--- config.mk ---
export PLATFORM = sky130hd
export DESIGN_NAME = rx_ring_writer
export DESIGN_NICKNAME = d
export VERILOG_FILES = /design/src/rtl/rxr_pkg.sv /design/src/rtl/rxr_filter.sv /design/src/rtl/rxr_space.sv /design/src/rtl/rxr_ctrl.sv /design/src/rtl/rx_ring_writer.sv
export SDC_FILE = /design/constraint.sdc
export NUM_CORES = 1
export LEC_CHECK = 0
export BUFFER_PORTS_ARGS = -buffer_cell sky130_fd_sc_hd__clkbuf_2
export CORE_MARGIN = 5
export CORE_UTILIZATION = 45
export CTS_BUF_LIST = sky130_fd_sc_hd__clkbuf_8 sky130_fd_sc_hd__clkbuf_16
export CTS_CLUSTER_SIZE = 12
export DETAILED_ROUTE_END_ITERATION = 8
export HOLD_SLACK_MARGIN = 0.03
export PLACE_DENSITY = 0.72
export SETUP_SLACK_MARGIN = 0.3
export SLEW_MARGIN = 20
export SYNTH_ARGS = -nofsm -noshare
export SYNTH_HDL_FRONTEND = slang
export SYNTH_SLANG_ARGS = --single-unit
export TNS_END_PERCENT = 30
--- constraint.sdc ---
create_clock -name clk -period 12.7 [get_ports clk]
set_clock_uncertainty 0.2 [all_clocks]
set_input_delay 0.635 -clock clk [delete_from_list [all_inputs] [get_ports clk]]
set_output_delay 0.635 -clock clk [all_outputs]
set_load 0.01 [all_outputs]
--- src/rtl/rxr_pkg.sv ---
`timescale 1ns/1ps
package rxr_pkg;
  parameter int PG_W     = 8;
  parameter int LEN_W    = 11;
  parameter int ADDR_W   = PG_W + 8;
  parameter int TOT_W    = 16;
  parameter int HASH_W   = 6;
  parameter int MIN_FRM  = 60;
  parameter int MIN_FREE = 1518;
  parameter int HDR_LEN  = 4;
  parameter int DST_LEN  = 6;

  parameter int CFG_BCAST   = 2;
  parameter int CFG_MCAST   = 3;
  parameter int CFG_PROMISC = 4;

  typedef enum logic [3:0] {
    S_IDLE, S_ADDR, S_CHECK, S_HDR, S_DST, S_BODY, S_PAD, S_FIN, S_DROP
  } rxr_state_e;

  // ring full when stop not above start, or free bytes below one max frame
  function automatic logic f_ring_full(input logic [PG_W-1:0] cur,
                                       input logic [PG_W-1:0] bnd,
                                       input logic [PG_W-1:0] start,
                                       input logic [PG_W-1:0] stop);
    int cur_a, bnd_a, ring, free;
    if (stop <= start) return 1'b1;
    cur_a = int'(cur) * 256;
    bnd_a = int'(bnd) * 256;
    ring  = (int'(stop) - int'(start)) * 256;
    if (cur < bnd) free = bnd_a - cur_a;
    else           free = ring - (cur_a - bnd_a);
    return (free < MIN_FREE);
  endfunction

  function automatic logic [PG_W-1:0] f_next_page(input logic [PG_W-1:0] cur,
                                                 input logic [PG_W-1:0] start,
                                                 input logic [PG_W-1:0] stop,
                                                 input logic [TOT_W-1:0] total);
    int n;
    n = int'(cur) + ((int'(total) + HDR_LEN + 255) / 256);
    if (n >= int'(stop)) n = n - (int'(stop) - int'(start));
    return PG_W'(n);
  endfunction

  function automatic logic [ADDR_W-1:0] f_step(input logic [ADDR_W-1:0] addr,
                                              input logic [PG_W-1:0] start,
                                              input logic [PG_W-1:0] stop);
    logic [ADDR_W-1:0] nx;
    nx = addr + ADDR_W'(1);
    if (nx == {stop, 8'h00}) nx = {start, 8'h00};
    return nx;
  endfunction

  function automatic logic [LEN_W-1:0] f_pad_len(input logic [LEN_W-1:0] len);
    return (len < LEN_W'(MIN_FRM)) ? LEN_W'(MIN_FRM) : len;
  endfunction
endpackage

--- src/rtl/rxr_filter.sv ---
`timescale 1ns/1ps
module rxr_filter
  import rxr_pkg::*;
#(
  parameter int NBYTES = DST_LEN
) (
  input  logic [8*NBYTES-1:0] dst,
  input  logic [8*NBYTES-1:0] station,
  input  logic                promisc,
  input  logic                acc_bcast,
  input  logic                acc_mcast,
  input  logic [63:0]         mtable,
  input  logic [HASH_W-1:0]   hash_idx,
  output logic                accept,
  output logic                grp
);
  logic [NBYTES-1:0] byte_eq;
  logic              all_ones;
  logic              hash_hit;

  for (genvar g = 0; g < NBYTES; g++) begin : g_cmp
    assign byte_eq[g] = (dst[8*g +: 8] == station[8*g +: 8]);
  end

  assign all_ones = &dst;
  assign grp      = dst[0];
  assign hash_hit = mtable[hash_idx];

  always_comb begin
    if (promisc)       accept = 1'b1;
    else if (all_ones) accept = acc_bcast;
    else if (grp)      accept = acc_mcast & hash_hit;
    else               accept = &byte_eq;
  end
endmodule

--- src/rtl/rxr_space.sv ---
`timescale 1ns/1ps
module rxr_space
  import rxr_pkg::*;
(
  input  logic [PG_W-1:0]  cur,
  input  logic [PG_W-1:0]  bnd,
  input  logic [PG_W-1:0]  start,
  input  logic [PG_W-1:0]  stop,
  input  logic [TOT_W-1:0] total,
  output logic             full,
  output logic [PG_W-1:0]  next_pg
);
  assign full    = f_ring_full(cur, bnd, start, stop);
  assign next_pg = f_next_page(cur, start, stop, total);
endmodule

--- src/rtl/rxr_ctrl.sv ---
`timescale 1ns/1ps
module rxr_ctrl
  import rxr_pkg::*;
(
  input  logic                 clk,
  input  logic                 rst_n,
  input  logic                 rx_halt,
  input  logic                 ring_full,
  input  logic                 filt_accept,
  input  logic                 filt_grp,
  input  logic [PG_W-1:0]      next_pg,
  input  logic [PG_W-1:0]      page_start,
  input  logic [PG_W-1:0]      page_stop,
  input  logic                 cur_load,
  input  logic [PG_W-1:0]      cur_load_page,
  input  logic                 frm_start,
  input  logic [LEN_W-1:0]     frm_len,
  input  logic [HASH_W-1:0]    frm_hash,
  input  logic                 in_valid,
  input  logic [7:0]           in_data,
  output logic                 in_ready,
  output logic [8*DST_LEN-1:0] dst_q,
  output logic [HASH_W-1:0]    hash_q,
  output logic [TOT_W-1:0]     total_q,
  output logic [PG_W-1:0]      cur_page,
  output logic [PG_W-1:0]      next_q,
  output logic                 busy,
  output logic                 st_idle,
  output logic                 hdr_commit,
  output logic                 mem_we,
  output logic [ADDR_W-1:0]    mem_addr,
  output logic [7:0]           mem_wdata,
  output logic [7:0]           rx_status,
  output logic                 rx_done
);
  localparam int CNT_W = 3;
  localparam logic [CNT_W-1:0] DST_LAST = CNT_W'(DST_LEN - 1);

  rxr_state_e          st;
  logic [LEN_W-1:0]    flen, plen, wcnt, rem;
  logic [CNT_W-1:0]    acnt;
  logic [1:0]          hcnt;
  logic [PG_W-1:0]     base_pg;
  logic [ADDR_W-1:0]   wptr;
  logic [7:0]          stat_q;
  logic                beat;
  logic [7:0]          hdr_byte;

  assign st_idle    = (st == S_IDLE);
  assign busy       = (st == S_ADDR) || (st == S_CHECK) || (st == S_HDR);
  assign hdr_commit = (st == S_HDR) && (hcnt == 2'd3);
  assign rx_done    = (st == S_FIN);

  always_comb begin
    case (st)
      S_ADDR:  in_ready = 1'b1;
      S_BODY:  in_ready = (wcnt < flen);
      S_DROP:  in_ready = (rem != '0);
      default: in_ready = 1'b0;
    endcase
  end
  assign beat = in_valid & in_ready;

  always_comb begin
    case (hcnt)
      2'd0:    hdr_byte = stat_q;
      2'd1:    hdr_byte = next_q;
      2'd2:    hdr_byte = total_q[7:0];
      default: hdr_byte = total_q[15:8];
    endcase
  end

  always_comb begin
    mem_we    = 1'b0;
    mem_addr  = wptr;
    mem_wdata = 8'h00;
    case (st)
      S_HDR: begin
        mem_we    = 1'b1;
        mem_addr  = {base_pg, 6'd0, hcnt};
        mem_wdata = hdr_byte;
      end
      S_DST: begin
        mem_we    = 1'b1;
        mem_wdata = dst_q[{acnt, 3'b000} +: 8];
      end
      S_BODY: begin
        mem_we    = beat;
        mem_wdata = in_data;
      end
      S_PAD: begin
        mem_we    = (wcnt < plen);
        mem_wdata = 8'h00;
      end
      default: ;
    endcase
  end

  always_ff @(posedge clk or negedge rst_n) begin
    if (!rst_n) begin
      st        <= S_IDLE;
      flen      <= '0;
      plen      <= '0;
      wcnt      <= '0;
      rem       <= '0;
      acnt      <= '0;
      hcnt      <= '0;
      base_pg   <= '0;
      wptr      <= '0;
      stat_q    <= '0;
      dst_q     <= '0;
      hash_q    <= '0;
      total_q   <= '0;
      next_q    <= '0;
      cur_page  <= '0;
      rx_status <= '0;
    end else begin
      if (st == S_FIN)   cur_page <= next_q;
      else if (cur_load) cur_page <= cur_load_page;

      case (st)
        S_IDLE: if (frm_start) begin
          flen    <= frm_len;
          plen    <= f_pad_len(frm_len);
          total_q <= TOT_W'(f_pad_len(frm_len)) + TOT_W'(HDR_LEN);
          hash_q  <= frm_hash;
          base_pg <= cur_page;
          acnt    <= '0;
          if (rx_halt || ring_full) begin
            st  <= S_DROP;
            rem <= frm_len;
          end else begin
            st  <= S_ADDR;
          end
        end
        S_ADDR: if (beat) begin
          dst_q[{acnt, 3'b000} +: 8] <= in_data;
          if (acnt == DST_LAST) st <= S_CHECK;
          else                  acnt <= acnt + 1'b1;
        end
        S_CHECK: begin
          if (filt_accept) begin
            stat_q    <= {2'b00, filt_grp, 4'b0000, 1'b1};
            rx_status <= {2'b00, filt_grp, 4'b0000, 1'b1};
            next_q    <= next_pg;
            hcnt      <= '0;
            wptr      <= {base_pg, 8'd4};
            st        <= S_HDR;
          end else begin
            rem <= flen - LEN_W'(DST_LEN);
            st  <= S_DROP;
          end
        end
        S_HDR: begin
          hcnt <= hcnt + 1'b1;
          if (hcnt == 2'd3) begin
            acnt <= '0;
            st   <= S_DST;
          end
        end
        S_DST: begin
          wptr <= f_step(wptr, page_start, page_stop);
          if (acnt == DST_LAST) begin
            wcnt <= LEN_W'(DST_LEN);
            st   <= S_BODY;
          end else begin
            acnt <= acnt + 1'b1;
          end
        end
        S_BODY: begin
          if (wcnt >= flen) st <= S_PAD;
          else if (beat) begin
            wptr <= f_step(wptr, page_start, page_stop);
            wcnt <= wcnt + 1'b1;
          end
        end
        S_PAD: begin
          if (wcnt >= plen) st <= S_FIN;
          else begin
            wptr <= f_step(wptr, page_start, page_stop);
            wcnt <= wcnt + 1'b1;
          end
        end
        S_FIN: st <= S_IDLE;
        S_DROP: begin
          if (rem == '0) st <= S_IDLE;
          else if (beat) rem <= rem - 1'b1;
        end
        default: st <= S_IDLE;
      endcase
    end
  end
endmodule

--- src/rtl/rx_ring_writer.sv ---
`timescale 1ns/1ps
module rx_ring_writer
  import rxr_pkg::*;
#(
  parameter int PAGE_W = PG_W,
  parameter int LENGTH_W = LEN_W,
  localparam int MADDR_W = PAGE_W + 8
) (
  input  logic                clk,
  input  logic                rst_n,
  input  logic                rx_halt,
  input  logic [7:0]          rx_cfg,
  input  logic [47:0]         station_addr,
  input  logic [63:0]         mcast_table,
  input  logic [PAGE_W-1:0]   page_start,
  input  logic [PAGE_W-1:0]   page_stop,
  input  logic [PAGE_W-1:0]   page_bound,
  input  logic                cur_load,
  input  logic [PAGE_W-1:0]   cur_load_page,
  input  logic                frm_start,
  input  logic [LENGTH_W-1:0] frm_len,
  input  logic [31:0]         frm_crc,
  input  logic                in_valid,
  input  logic [7:0]          in_data,
  output logic                in_ready,
  output logic                busy,
  output logic                mem_we,
  output logic [MADDR_W-1:0]  mem_addr,
  output logic [7:0]          mem_wdata,
  output logic [PAGE_W-1:0]   cur_page,
  output logic [7:0]          rx_status,
  output logic                rx_done
);
  logic [47:0]       dst_q;
  logic [HASH_W-1:0] hash_q;
  logic [TOT_W-1:0]  total_q;
  logic [PG_W-1:0]   next_pg, next_q;
  logic              ring_full, filt_accept, filt_grp;
  logic              st_idle, hdr_commit;
  logic              unused_bits;

  assign unused_bits = ^{frm_crc[31-HASH_W:0], rx_cfg[7:5], rx_cfg[1:0], hdr_commit};

  rxr_space u_space (
    .cur     (cur_page),
    .bnd     (page_bound),
    .start   (page_start),
    .stop    (page_stop),
    .total   (total_q),
    .full    (ring_full),
    .next_pg (next_pg)
  );

  rxr_filter #(.NBYTES(DST_LEN)) u_filter (
    .dst       (dst_q),
    .station   (station_addr),
    .promisc   (rx_cfg[CFG_PROMISC]),
    .acc_bcast (rx_cfg[CFG_BCAST]),
    .acc_mcast (rx_cfg[CFG_MCAST]),
    .mtable    (mcast_table),
    .hash_idx  (hash_q),
    .accept    (filt_accept),
    .grp       (filt_grp)
  );

  rxr_ctrl u_ctrl (
    .clk           (clk),
    .rst_n         (rst_n),
    .rx_halt       (rx_halt),
    .ring_full     (ring_full),
    .filt_accept   (filt_accept),
    .filt_grp      (filt_grp),
    .next_pg       (next_pg),
    .page_start    (page_start),
    .page_stop     (page_stop),
    .cur_load      (cur_load),
    .cur_load_page (cur_load_page),
    .frm_start     (frm_start),
    .frm_len       (frm_len),
    .frm_hash      (frm_crc[31:32-HASH_W]),
    .in_valid      (in_valid),
    .in_data       (in_data),
    .in_ready      (in_ready),
    .dst_q         (dst_q),
    .hash_q        (hash_q),
    .total_q       (total_q),
    .cur_page      (cur_page),
    .next_q        (next_q),
    .busy          (busy),
    .st_idle       (st_idle),
    .hdr_commit    (hdr_commit),
    .mem_we        (mem_we),
    .mem_addr      (mem_addr),
    .mem_wdata     (mem_wdata),
    .rx_status     (rx_status),
    .rx_done       (rx_done)
  );
endmodule

==> run summary <==
Status: finished clean
Mapped Cells: 1,527
Clock-pin slew on the worst setup and hold paths: 70 ps
Critical path's top delay family: compound AO/OA/AOI/OAI gates
XOR/XNOR share of the synthesized area: 0.07981
Routed vias/inst: 5.770
Count of clock tree sinks: 159
Met2 GRT Util: 0.3915
Fill count: 2,738
Starting Density: 0.4535
DRT iter0 DRCs: 1,291
Clock latency at the later pin of the worst-skew pair: 430 ps
Fmax: 192.3 MHz
Crit-path slowest cell: o311a_1
Minimum clock period: 5199 ps
CTS tree: done
Area added between synthesis and finish: 15.27%
Synth Flop Type: dfrtp_1
Via count: 12,210
Yosys top cell by area: dfrtp_1
Num rows: 62
VDD IR max: 0.09908 mV
Via count of the first global-routing pass: 11,955
Residual DRC: 0
YS warnings: 0
CTS buffer count: 17
CP Cell Sequence: ha_1 > nor3_1 > nor2_1 > o32a_1 > o21bai_1 > inv_1 > maj3_1 > nand2_1 > xnor2_1 > ha_1 > o21ai_0 > nand2b_1 > a21o_1 > a21oi_1 > xnor2_1 > ha_1 > a21o_1 > a21oi_1 > o311a_1 > nor2_1 > xnor2_1 > mux2i_1
Count of pins over their slew limit: 0
DRT antenna net count: 0
Mux cell area share after synthesis: 0.08154
Routed length per placed instance: 18.82 um
Count leader, synth: nand2_1
Total gr overflow: 0
Largest family of logic cells by synthesized area: simple AND/OR/NAND/NOR gates
R2R depth: 22
Core area: 0.02863 mm2
Cells after DPL: 2,083
Largest net degree at the start of global routing: 94
Pwr Density: 219.4 mW/mm2
Crit-path max cell delay: 470 ps
Simple-gate share of the synthesized area: 0.1920
Total of max-cap violations: 0
Routed wire length: 39,820 um
Met1 Use GR: 0.3269
Crit Path Max Fanout: 13
Final number of setup-violating endpoints: 0
Post-synthesis cell area: 0.01298 mm2
Share of post-route cells with drive strength above 1: 0.1883
Die X-Extent: 179.8 um
RSZ-0062 raised after global routing: false
Static Leak: 6.938 nW
Grt peak-use layer: met2
DRT Pass-1 Iters: 7
Reg2reg start: u_ctrl.total_q[2]
Die Y: 179.8 um
Mean Syn Cell Area: 8.501 um2
CTS resizes: 0
Fin crit share: 0.4094
H-Tree Depth: 4
Total GRT Usage: 0.2377
Initial antenna violation count: 1
Die area: 0.03234 mm2
Commonest cells post-synth: 210 x nand2_1, 159 x dfrtp_1, 136 x o21ai_0
Routability Congestion: 0.9477
Count of final hold-check violations: 0
Setup_tns: 0 ps
CP Capture Type: register
Post-synth EDFFs: 0
Synth Area in Adders: 0.09831
Post-synth top area share: 0.3065
Hold crit path type: in2async
Critical path class: reg2reg
Global-route wire length before repair: 63,400 um
Largest cells by area after synthesis: dfrtp_1 31%, ha_1 8.7%, nand2_1 6.1%, o21ai_0 5.2%, xnor2_1 5.1%
Nets: 2,023
Ys async rst share: 1.000
# Post-CTS Setup Buffers: 0
Compound-gate portion of the synthesized area: 0.1861
IO Pins: 253
Slew of the pin with the lowest slew margin: 1134 ps
WHS: 86.96 ps
#FFs+latches synth: 159
Number of hold buffers added after cts: 0
Sequential cell area fraction in the yosys report: 0.3065
Port buffer count: 215
Crit path DAT: 5300 ps
FF-to-FF setup slack: 7500 ps
Root Driver: clkbuf_16
RR Endpoint: u_ctrl.next_q[7]
CP Launch Type: register
Final std cells w/o fill: 2,116
Met3 GRT Util: 0.03759
CTS Buffer Depth: 2
Yosys cell types: 79
Final HPWL DP: 31,160 um
Slew margin rel.: 0.2432
Worst EP required: 12,810 ps
Critical path buffer and inverter count: 1
## flip-flops by register name, summed over array words and instances, names as in the netlist, 8 cells and up
name,count
u_ctrl.total_q,10
u_ctrl.rem,11
u_ctrl.flen,11
u_ctrl.plen,11
u_ctrl.dst_q,48
u_ctrl.base_pg,8
u_ctrl.wcnt,11
u_ctrl.wptr,16
u_ctrl.next_q,8
u_ctrl.cur_page,8
## metrics by stage
step / setup slack [ps] / utilization / power [mW] / instance area [um2]
after floorplan: 8015 / - / 2.223 / 13000
after global placement: 7402 / 0.5027 / 2.680 / 14390
after detailed placement: 7341 / 0.5027 / 2.743 / 14390
after CTS: 7566 / 0.5226 / 3.261 / 14960
after global routing: 7232 / 0.5227 / 3.550 / 14960
final: 7501 / 0.5227 / 3.283 / 14960
## cells by family (layout without fill, tap and decap cells)
family / Yosys count / in the layout
and+or+nand+nor: 528 / 528
AOI/OAI and AO/OA: 375 / 375
buffers and inverters: 181 / 379
DFF: 159 / 159
xor gates and xnor gates: 112 / 112
adders and majority gates: 99 / 99
muxes: 72 / 72
other: 1 / 8
## per-layer routing
metal  routed length (um)  vias up
li1                     -     5816
met1                17420     5887
met2                19070      437
met3                 2404       70
met4                  925        0
met5                    0        -
## power by group
part	total (mW)	switching (mW)	internal, mW
Clock	0.510	0.232	0.278
Combinational	1.87	1.08	0.791
Sequential	0.903	0.233	0.670
Total	3.28	1.54	1.74
## how the worst max path moves through the flow
stage	startpoint	endpoint	depth (start not counted)
3_3_place_gp	page_stop[0]	u_ctrl.rem[2]	19
2_1_floorplan	u_ctrl.total_q[2]	u_ctrl.next_q[0]	22
3_5_place_dp	page_stop[0]	u_ctrl.rem[2]	19
4_1_cts	u_ctrl.total_q[2]	u_ctrl.next_q[7]	22
5_1_grt	u_ctrl.total_q[2]	u_ctrl.next_q[7]	22
6_report	u_ctrl.total_q[2]	u_ctrl.next_q[7]	22
## layout make-up
type                       instances  area (um2)  share of cell area
tap                              384       480.5             0.03211
sequential                       159        3979              0.2659
clock inverter                    14       131.4            0.008780
antenna                            1       2.502           0.0001672
inverter                         123       461.7             0.03086
timing repair buffer             224        1150             0.07685
clock buffer                      18       439.2             0.02935
multi-input combinational       1193        8319              0.5560
## cells in the final DEF (no fill, tap or decap), types with 9 or more instances in the layout
cell type,count
and2_1,11
o21ai_0,136
a221oi_1,9
dfrtp_1,159
mux2i_1,27
o211ai_1,9
nand4_1,35
clkbuf_2,214
nand3_1,33
or3_1,11
xnor2_1,75
nor3_1,28
clkbuf_16,17
nand2b_1,18
a211oi_1,13
buf_4,9
mux4_2,25
nand2_1,210
ha_1,90
mux2_2,20
a21o_1,25
inv_1,121
nor4_1,21
o31a_1,10
xor2_1,33
a22oi_1,12
nor2_1,109
o31ai_1,12
nor2b_1,17
a21oi_1,69
(Power assumes the default switching activity.)
